**src/rtl/wcr_pkg.sv**
```systemverilog
// Shared constants for the write conflict resolver.
// Assumes a fixed port count of four (six pairwise comparators).
package wcr_pkg;
    localparam int NP = 4;
    localparam int IW = $clog2(NP);
    localparam int NPAIR = NP * (NP - 1) / 2;
endpackage

```
**src/rtl/wcr_addr_match.sv**
```systemverilog
// Pairwise address comparator.
// Produces a symmetric matrix in which match[i][j] is set when ports i and j
// are both enabled and carry equal addresses. The diagonal is zero.
module wcr_addr_match
    import wcr_pkg::*;
#(
    parameter int ADDR_W = 8
) (
    input  logic [NP-1:0]        en,
    input  logic [NP*ADDR_W-1:0] addr,
    output logic [NP-1:0][NP-1:0] match
);
    genvar gi, gj;
    generate
        for (gi = 0; gi < NP; gi++) begin : g_row
            for (gj = 0; gj < NP; gj++) begin : g_col
                if (gi == gj) begin : g_diag
                    assign match[gi][gj] = 1'b0;
                end else if (gi < gj) begin : g_cmp
                    // one comparator per unordered pair
                    assign match[gi][gj] = en[gi] && en[gj] &&
                        (addr[gi*ADDR_W +: ADDR_W] == addr[gj*ADDR_W +: ADDR_W]);
                end else begin : g_mirror
                    assign match[gi][gj] = match[gj][gi];
                end
            end
        end
    endgenerate
endmodule

```
**src/rtl/wcr_rr_token.sv**
```systemverilog
// Rotating-priority token.
// A one-hot register naming the favoured port. It resets to port 0 and moves
// up one place only in rotating mode, after its holder has been forwarded a write.
module wcr_rr_token
    import wcr_pkg::*;
(
    input  logic          clk,
    input  logic          rst_n,
    input  logic          rr_mode,
    input  logic [NP-1:0] granted,
    output logic [NP-1:0] token
);
    // advance the token when its holder wrote
    always_ff @(posedge clk) begin
        if (!rst_n)
            token <= NP'(1);
        else if (rr_mode && |(token & granted))
            token <= {token[NP-2:0], token[NP-1]};
    end


    token_onehot_chk: assert property (@(posedge clk) disable iff (!rst_n)
        $countones(token) == 1);


    token_hold_chk: assert property (@(posedge clk) disable iff (!rst_n)
        !(rr_mode && |(token & granted)) |=> $stable(token));
endmodule

```
**src/rtl/wcr_grant_select.sv**
```systemverilog
// Winner selection within colliding groups.
// A port keeps its enable unless a colliding port ranks above it. Fixed mode
// ranks by index. Rotating mode ranks by distance upward from the token,
// with wrap-around. Assumes the match matrix is symmetric and zero on the diagonal.
module wcr_grant_select
    import wcr_pkg::*;
(
    input  logic                  rr_mode,
    input  logic [NP-1:0]         en,
    input  logic [NP-1:0][NP-1:0] match,
    input  logic [NP-1:0]         token,
    output logic [NP-1:0]         grant
);
    logic [IW-1:0]         tok_idx;
    logic [NP-1:0][IW-1:0] rank;
    logic [NP-1:0][NP-1:0] beats;   // beats[j][i]: port j blocks port i

    // encode the one-hot token into an index
    always_comb begin
        tok_idx = '0;
        for (int k = 0; k < NP; k++)
            if (token[k]) tok_idx = IW'(k);
    end

    // rank of each port: fixed index or distance from the token
    always_comb begin
        for (int k = 0; k < NP; k++)
            rank[k] = rr_mode ? (IW'(k) - tok_idx) : IW'(k);
    end

    // find blockers and derive grants
    always_comb begin
        for (int i = 0; i < NP; i++) begin
            for (int j = 0; j < NP; j++)
                beats[j][i] = match[i][j] && (rank[j] < rank[i]);
            grant[i] = en[i];
            for (int j = 0; j < NP; j++)
                if (beats[j][i]) grant[i] = 1'b0;
        end
    end
endmodule

```
**src/rtl/wcr_conflict_resolver.sv**
```systemverilog
// Four-port write conflict resolver (top).
// Filters the write enables so that at most one write per address reaches the
// array each cycle. Addresses and data pass straight through. The only state
// is the rotating token, reset synchronously by active-low rst_n.
module wcr_conflict_resolver
    import wcr_pkg::*;
#(
    parameter int ADDR_W = 8,
    parameter int DATA_W = 16
) (
    input  logic                  clk,
    input  logic                  rst_n,
    input  logic                  rr_mode,
    input  logic [3:0]            wr_en,
    input  logic [4*ADDR_W-1:0]   wr_addr,
    input  logic [4*DATA_W-1:0]   wr_data,
    output logic [3:0]            out_en,
    output logic [4*ADDR_W-1:0]   out_addr,
    output logic [4*DATA_W-1:0]   out_data,
    output logic                  collision,
    output logic [3:0]            loser_mask
);
    logic [NP-1:0][NP-1:0] match;
    logic [NP-1:0]         token;
    logic [NP-1:0]         grant;

    wcr_addr_match #(.ADDR_W(ADDR_W)) match_i (
        .en    (wr_en),
        .addr  (wr_addr),
        .match (match)
    );

    wcr_grant_select grant_i (
        .rr_mode (rr_mode),
        .en      (wr_en),
        .match   (match),
        .token   (token),
        .grant   (grant)
    );

    wcr_rr_token token_i (
        .clk     (clk),
        .rst_n   (rst_n),
        .rr_mode (rr_mode),
        .granted (grant),
        .token   (token)
    );

    // drive the array side and the conflict report
    always_comb begin
        out_en     = grant;
        out_addr   = wr_addr;
        out_data   = wr_data;
        collision  = |match;
        loser_mask = wr_en & ~grant;
    end

    // no two forwarded writes share an address
    genvar gi, gj;
    generate
        for (gi = 0; gi < NP; gi++) begin : g_pa
            for (gj = gi + 1; gj < NP; gj++) begin : g_pb

                unique_addr_chk: assert property (@(posedge clk) disable iff (!rst_n)
                    !(out_en[gi] && out_en[gj] &&
                      out_addr[gi*ADDR_W +: ADDR_W] == out_addr[gj*ADDR_W +: ADDR_W]));
            end
        end
    endgenerate


    no_spurious_en_chk: assert property (@(posedge clk) disable iff (!rst_n)
        (out_en & ~wr_en) == 4'b0);


    clean_pass_chk: assert property (@(posedge clk) disable iff (!rst_n)
        !collision |-> out_en == wr_en);


    loser_present_chk: assert property (@(posedge clk) disable iff (!rst_n)
        collision |-> loser_mask != 4'b0);
endmodule

```
**config.mk**
```make
export PLATFORM = sky130hd
export DESIGN_NAME = wcr_conflict_resolver
export DESIGN_NICKNAME = d
export VERILOG_FILES = /design/src/rtl/wcr_pkg.sv /design/src/rtl/wcr_addr_match.sv /design/src/rtl/wcr_rr_token.sv /design/src/rtl/wcr_grant_select.sv /design/src/rtl/wcr_conflict_resolver.sv
export SDC_FILE = /design/constraint.sdc
export NUM_CORES = 1
export LEC_CHECK = 0
export BUFFER_PORTS_ARGS = -buffer_cell sky130_fd_sc_hd__buf_2
export CORE_AREA = 2 2 81 83
export DETAILED_ROUTE_END_ITERATION = 8
export DIE_AREA = 0 0 83 85
export PLACE_DENSITY = 0.74
export SETUP_SLACK_MARGIN = 0.02
export SLEW_MARGIN = 20
export SYNTH_ARGS = -nofsm -noshare
export SYNTH_HDL_FRONTEND = slang
export SYNTH_HIERARCHICAL = 1
export SYNTH_SLANG_ARGS = --single-unit
```
**constraint.sdc**
```tcl
create_clock -name clk -period 5.45 [get_ports clk]
set_clock_uncertainty 0.05 [all_clocks]
set_input_delay 0.8175 -clock clk [delete_from_list [all_inputs] [get_ports clk]]
set_output_delay 0.8175 -clock clk [all_outputs]
set_load 0.02 [all_outputs]
```
* Yosys cells after proc, flatten, opt, wreduce, memory -nomap -nowiden
Index checks and enable logic that the tools add are counted.
Word-level totals: register bits 4, bits of input ports 103, output and inout port bits 105
Cells by class: $add $sub $neg 4, $lt $le $gt $ge 12, equal/unequal tests 6, multiplexer cells 19, bitwise operators 3, reductions and logical operators 27
Operator list (number):
- 8-bit equality test | 6
- 1-bit logical AND | 25
- 2-bit < comparator | 12
- 1-bit 2-to-1 mux | 13
- 2-bit 2-to-1 mux | 6
- 4-bit AND | 2
- 6-bit OR reduction | 1
- 4-bit NOT | 1
- 4-bit OR reduction | 1
- 1-bit by 2-bit subtractor with 2-bit output (first input constant) | 2
- 2-bit subtractor (first input constant) | 2

* Longest topological paths before layout
Gate-level depths: netlist (run 1).
depth after elaboration 13, gate-level depth with buffers 10

* Hierarchy
The synthesis (run 1) kept the hierarchy.
Modules (own cells, without submodules):
- wcr_conflict_resolver | times used 1, cells each 105, area each 777.0 sq um, seq. area each 0.0 sq um
- wcr_addr_match | times used 1, cells each 83, area each 656.9 sq um, seq. area each 0.0 sq um
- wcr_grant_select | times used 1, cells each 34, area each 202.7 sq um, seq. area each 0.0 sq um
- wcr_rr_token | times used 1, cells each 17, area each 185.2 sq um, seq. area each 80.1 sq um

* Least setup slack after synthesis (run 1)
No wires, ideal clock.
kind input to output, start point input rr_mode, end point output loser_mask[3], arrival time 2.589 ns, required time 4.583 ns, path slack 1.993 ns, stages 7, cell sequence o21ai_0 -> inv_1 -> ha_1 -> o22ai_1 -> nand2_1 -> a221oi_1 -> nor2b_1
Between the ends: cells in the longest elaborated chain, start to end 8, elaborated cells on any way between the ends 15, those cells by class order compare: 3; mux: 7; bitwise: 2; reduce/logical: 3
Ends and longest elaborated chain:
- start: declaration | RTL line wcr_conflict_resolver.sv:13 | input logic rr_mode,
- 2-bit 2-to-1 mux | RTL line wcr_grant_select.sv:28 | rank[k] = rr_mode ? (IW'(k) - tok_idx) : IW'(k);
- 2-bit < comparator | RTL line wcr_grant_select.sv:35 | beats[j][i] = match[i][j] && (rank[j] < rank[i]);
- 1-bit logical AND | RTL line wcr_grant_select.sv:35
- 1-bit 2-to-1 mux (2 in series) | RTL line wcr_grant_select.sv:38 | if (beats[j][i]) grant[i] = 1'b0;
- 1-bit 2-to-1 mux * | RTL line wcr_grant_select.sv:38
- via out_en[3] | RTL line wcr_conflict_resolver.sv:17 | output logic [3:0] out_en,
- 4-bit NOT * | RTL line wcr_conflict_resolver.sv:55 | loser_mask = wr_en & ~grant;
- 4-bit AND * | RTL line wcr_conflict_resolver.sv:55
- end: declaration | RTL line wcr_conflict_resolver.sv:21 | output logic [3:0] loser_mask
The timed path passes the listed nets; every way through them passes the cells marked *.

* Worst setup path after layout (run 1)
start point input rr_mode, end point output loser_mask[1]
Between the ends: cells in the longest elaborated chain, start to end 8, elaborated cells on any way between the ends 15, those cells by class order compare: 3; mux: 7; bitwise: 2; reduce/logical: 3
Ends and longest elaborated chain (RTL line):
- 2-bit 2-to-1 mux | wcr_grant_select.sv:28
- 2-bit < comparator | wcr_grant_select.sv:35
- 1-bit logical AND | wcr_grant_select.sv:35
- 1-bit 2-to-1 mux (2 in series) | wcr_grant_select.sv:38
- 1-bit 2-to-1 mux * | wcr_grant_select.sv:38
- 4-bit NOT * | wcr_conflict_resolver.sv:55
- 4-bit AND * | wcr_conflict_resolver.sv:55
Every way passes the cells marked *; elsewhere a longest branch is shown, timed or not.

==> results of run 1 <==
-- worst max-delay path, cell delays in order --
cell	delay, ns
buf_2	0.18
nor2b_1	0.16
o21ai_1	0.11
ha_1	0.38
nor2_1	0.06
a211o_1	0.34
a221oi_2	0.39
nor2b_1	0.08
buf_2	0.17
-- cells in the mapped netlist (2+ instances only) --
cell	number	area, um^2
buf_4	106	796
xnor2_1	48	420
nand3_1	14	70.1
nand2_1	10	37.5
nand4_1	7	43.8
inv_1	6	22.5
nor2b_1	6	37.5
nor3_2	6	60.1
dfxtp_1	4	80.1
mux2i_1	4	40.0
nor4_1	4	25.0
nor2_1	3	11.3
o21ai_0	3	15.0
ha_1	2	25.0
nand2b_1	2	12.5
-- power breakdown --
| group | switching [mW] | total, mW | internal, mW | leakage [nW] |
|---|---|---|---|---|
| Clock | 0.0152 | 0.0623 | 0.0471 | 0.0216 |
| Sequential | 0.00253 | 0.0341 | 0.0315 | 0.0327 |
| Combinational | 0.0766 | 0.133 | 0.0565 | 0.607 |
-- path summary, 6_finish.rpt --
path | start | to | cells past startpoint
worst max register to register | token_i/token[3] | token_i/token[3] | 9
worst max-delay path | rr_mode | loser_mask[1] | 9
worst min-delay path | token_i/token[0] | token_i/token[1] | 2
worst min register to register | token_i/token[0] | token_i/token[1] | 2
-- per-stage QoR --
step | std cells | utilization [%] | total power [mW] | setup slack [ns]
floorplan | 242 | - | 0.200 | 1.99
global placement | 292 | 24.6 | 0.166 | 2.01
detailed placement | 292 | 24.6 | 0.168 | 1.93
CTS | 295 | 25.3 | 0.232 | 1.91
global route | 295 | 25.3 | 0.245 | 1.76
finish | 295 | 25.3 | 0.229 | 1.91
-- routing by layer --
metal  up-vias  GRT usage [%]
met5         -              0
met4         0           4.32
met3        26           2.53
met2        95           20.5
met1       609           12.1
li1        637              -
-- layout make-up --
type,count,area (um^2)
Timing Repair Buffer,79,395
Fill cell,698,4630
Clock buffer,3,41.3
Sequential cell,4,80.1
Tap cell,77,96.3
Inverter,6,22.5
Multi-Input combinational cell,126,935
-- kinds of logic (layout without fill, tap and decap cells) --
logic type | Yosys count | after routing
compound gates | 14 | 14
xor+xnor | 48 | 48
fa+ha+maj | 2 | 2
buf+inv | 112 | 88
flops | 4 | 4
mux | 4 | 4
other cells | 1 | 4
simple gates | 54 | 54
==> results.toml, run 1 <==
[detailed_routing]
dr_wl_met3_um = 319
dr_wl_met2_mm = 2.12
dr.pass1.iters = 4
vias = 1367
viasPerCell = 4.63
detail-route-antenna-nets = 0
top_layer = "met4"
wirelength_mm = 4.17
drc = 0
drtIter0Drc = 43
wl_met1_mm = 1.62
wl_per_cell_um = 14.1

[die]
die_h_um = 85
dieArea_um2 = 7060
num_io_pins = 208
die_x_um = 83
start_util_pct = 29.4
core_um2 = 6200
num_rows = 29

[global_routing]
antenna_found_initial = 0
grt_max_degree = 12
first_global_vias = 1301
grt_use_total_pct = 11.0
grt_overflow = 0
grt_pass1_wl_mm = 6.32

[run]
drv_cap = 0

[clock_network]
clock_path_buffers = 2
cts_tree = "yes"
cts-resized-gates = 0
clock_sinks = 4
numCtsBuffers = 3
post_cts_buffers = 0
cts_root_buf = "clkbuf_8"
cts_max_level = 1
postCtsHoldBufs = 0
clk_pin_slew_ns = 0.03
clk_latency_ns = 0.22

[timing]
fin_tns_setup_ns = 0
final_hold_viol_count = 0
final_max_slew_viol_count = 0
period_needed_ns = 3.54
min_period_over_period_pct = 65.0
hold_ws_ns = 0.446
max_freq_mhz = 282
setup_viol = 0
rsz0062_at_grt = "false"

[layout]
top_regs = "token_i/token x4"
final_cell_mix = "buf_2 (79), xnor2_1 (48), nand3_1 (14), nand2_1 (10), nand4_1 (7)"
antenna_cells = 0
final_common_cell = "buf_2"
synthToLayoutAreaGrowth_pct = -13.8
fin_area_um2 = 1570
top_register = "token_i/token"
nNetsFinal = 325
drive_gt1_share_pct = 42.7
largest_reg_flops = 4

[worst_setup_path]
r2r_slack_ns = 2.74
critPathRequiredTime_ns = 4.58
worstSetupEndpointType = "output pin"
crit_type = "in -> out"
worst_setup_path_start_kind = "input port"
cp_max_fo = 9
cp.arrival_ns = 2.68

[place]
dpl.hpwl_mm = 3.61
gp_congestion = 0.738
postPlaceCellArea_um2 = 1530
port_buffers = 79

[synthesis]
synth_ff_type = "dfxtp_1"
synth_fa_ha_area_share_pct = 1.37
yosys.area_share.simple_pct = 17.3
synth_compound_area_share_pct = 6.52
ys_warn_count = 6
synth_cell_type_count = 29
synth_seq_cells = 4
async_reset_ff_share_pct = 0
synth_xor_area_share_pct = 23.1
synth.area.mux_share_pct = 2.20
synthCells = 239
synth_edf_count = 0
synth_top_family_by_area = "buffers and inverters"
avgSynthCellArea_um2 = 7.62
ys_seq_area_share_pct = 4.40
syn_area_um2 = 1820

[hold_path]
min_path_type = "reg -> reg"

[run_status]
status = "completed"

[power]
p_per_area_nw_per_um2 = 146
peakVddDrop_uv = 94.1
p_leak_nw = 0.661
Note: power is estimated with default switching activity, not from simulation.
==> run 2: changes to the inputs <==
--- a/config.mk
+++ b/config.mk
@@ -6,10 +6,10 @@
 export NUM_CORES = 1
 export LEC_CHECK = 0
 export BUFFER_PORTS_ARGS = -buffer_cell sky130_fd_sc_hd__buf_2
-export CORE_AREA = 2 2 81 83
+export CORE_AREA = 2 2 80 82
 export DETAILED_ROUTE_END_ITERATION = 8
-export DIE_AREA = 0 0 83 85
-export PLACE_DENSITY = 0.74
+export DIE_AREA = 0 0 82 84
+export PLACE_DENSITY = 0.76
 export SETUP_SLACK_MARGIN = 0.02
 export SLEW_MARGIN = 20
 export SYNTH_ARGS = -nofsm -noshare
==> constraint.sdc (replaced) <==
create_clock -name clk -period 3.7 [get_ports clk]
set_clock_uncertainty 0.05 [all_clocks]
set_input_delay 0.555 -clock clk [delete_from_list [all_inputs] [get_ports clk]]
set_output_delay 0.555 -clock clk [all_outputs]
set_load 0.02 [all_outputs]
==> run 2 against run 1 <==
  * Cell count unchanged
  * First-iteration DRC count down 26%
  * Critical path depth decreased by 1
  * Global-route usage increased by 1.3 points
  * Sequential cell count stayed put
  * Hold slack got worse by 0.019 ns
==> results.toml, run 2 (same netlist as run 1, synthesis figures left out) <==
[run_status]
status = "completed"

[clock_network]
numCtsBuffers = 3
cts_root_buf = "clkbuf_8"
clock_path_buffers = 2
clk_pin_slew_ns = 0.03
post_cts_buffers = 0
cts_tree = "yes"
postCtsHoldBufs = 0
cts-resized-gates = 0
clock_sinks = 4
cts_max_level = 1
clk_latency_ns = 0.21

[layout]
final_common_cell = "buf_2"
top_regs = "token_i/token x4"
antenna_cells = 0
nNetsFinal = 325
synthToLayoutAreaGrowth_pct = -13.8
drive_gt1_share_pct = 42.7
fin_area_um2 = 1570
largest_reg_flops = 4
fillers = 677
final_cell_mix = "buf_2 (79), xnor2_1 (48), nand3_1 (14), nand2_1 (10), nand4_1 (7)"
top_register = "token_i/token"
fin_util_pct = 25.8

[hold_path]
holdPathStages = 2
hp-start = "token_i/token[0]"
hold_end = "token_i/token[1]"
min_path_type = "reg -> reg"

[global_routing]
grt_pass1_wl_mm = 6.56
grt_max_degree = 12
antenna_found_initial = 0
first_global_vias = 1328
grt_overflow = 0
grt_use_total_pct = 12.3

[place]
postPlaceCellArea_um2 = 1530
port_buffers = 79
dpl.hpwl_mm = 3.81
place_ws_ns = 0.690
gp_congestion = 0.810

[detailed_routing]
wirelength_mm = 4.31
vias = 1353
dr.pass1.iters = 4
wl_per_cell_um = 14.6
detail-route-antenna-nets = 0
viasPerCell = 4.59
drtIter0Drc = 32
drc = 0

[die]
start_util_pct = 29.9
die_x_um = 82
num_io_pins = 208
dieArea_um2 = 6890
die_h_um = 84
core_um2 = 6100
num_rows = 29

[worst_setup_path]
cpLargestDelayFamily = "compound AO/OA/AOI/OAI gates"
worstPathCellList = "o21ai_0 > inv_1 > ha_1 > nor2_1 > a211o_1 > a221oi_2 > nor2b_1 > buf_2"
r2r-start = "token_i/token[3]"
r2r_cells = 9
critPathSlowestCell = "dfxtp_1"
cp_max_fo = 11
crit_type = "reg -> out"
worstSetupEndpointType = "output pin"
critPathRequiredTime_ns = 3.09
cp.arrival_ns = 2.41
worst_setup_path_start_kind = "flop"
r2r_slack_ns = 1.02
max_stage_delay_ns = 0.39
r2r_end = "token_i/token[1]"
path_buf_inv = 2

[timing]
rsz0062_at_grt = "false"
final_hold_viol_count = 0
max_freq_mhz = 332
fin_tns_setup_ns = 0
setup_viol = 0
min_period_over_period_pct = 81.5
timing.final.ws_setup_ns = 0.684
period_needed_ns = 3.02
final_max_slew_viol_count = 0

[power]
swShare_pct = 41.0
power_frac_seq_pct = 14.9
p_leak_nw = 0.661
p_int_uw = 199
clkPwrFrac_pct = 26.7
p_per_area_nw_per_um2 = 214
combPwrFrac_pct = 58.4
peakVddDrop_uv = 123
power.switching_uw = 138

[run]
drv_cap = 0
run 2: per-layer routing:
metal	global-route usage (%)	wire length, um
met3	2.06	351
met2	21.6	2200
met4	4.85	121
met5	0	0
met1	14.3	1640
run 2: worst register-to-register path: cells and delay by family (launching register included):
kind                       cells  cell delay [ns]
AOI/OAI and AO/OA              5             1.42
DFF                            1             0.39
adders and majority gates      1             0.37
muxes                          1             0.20
buffers and inverters          1             0.12
and+or+nand+nor                1             0.06
run 2: final cells by class:
cell class	instances	area, um^2	share of cell area, %
clock buffer	3	41.3	2.63
tap	77	96.3	6.14
multi-input combinational	126	935	59.5
timing repair buffer	79	395	25.2
inverter	6	22.5	1.43
sequential	4	80.1	5.10
run 2: worst max path at each step:
stage | startpoint | endpoint | slack (ns) | cells past startpoint
floorplan | rr_mode | loser_mask[3] | 0.77 | 7
global placement | rr_mode | loser_mask[1] | 0.80 | 9
detailed placement | rr_mode | loser_mask[1] | 0.69 | 9
CTS | token_i/token[3] | loser_mask[1] | 0.68 | 8
global route | token_i/token[3] | loser_mask[3] | 0.43 | 8
finish | token_i/token[3] | loser_mask[1] | 0.68 | 8
run 2: metrics by stage:
step           instances  hold slack (ns)  power (mW)
2_1_floorplan        242            0.394       0.294
3_3_place_gp         292            0.410       0.245
3_5_place_dp         292            0.428       0.249
4_1_cts              295            0.435       0.342
5_1_grt              295            0.456       0.361
6_report             295            0.427       0.337
run 2: power groups by stage:
stage	Combinational (mW)	Clock [mW]	Sequential [mW]
2_1_floorplan	0.245	0	0.0493
3_3_place_gp	0.195	0	0.0505
3_5_place_dp	0.199	0	0.0507
4_1_cts	0.199	0.0925	0.0502
5_1_grt	0.213	0.0972	0.0506
6_report	0.197	0.0898	0.0502
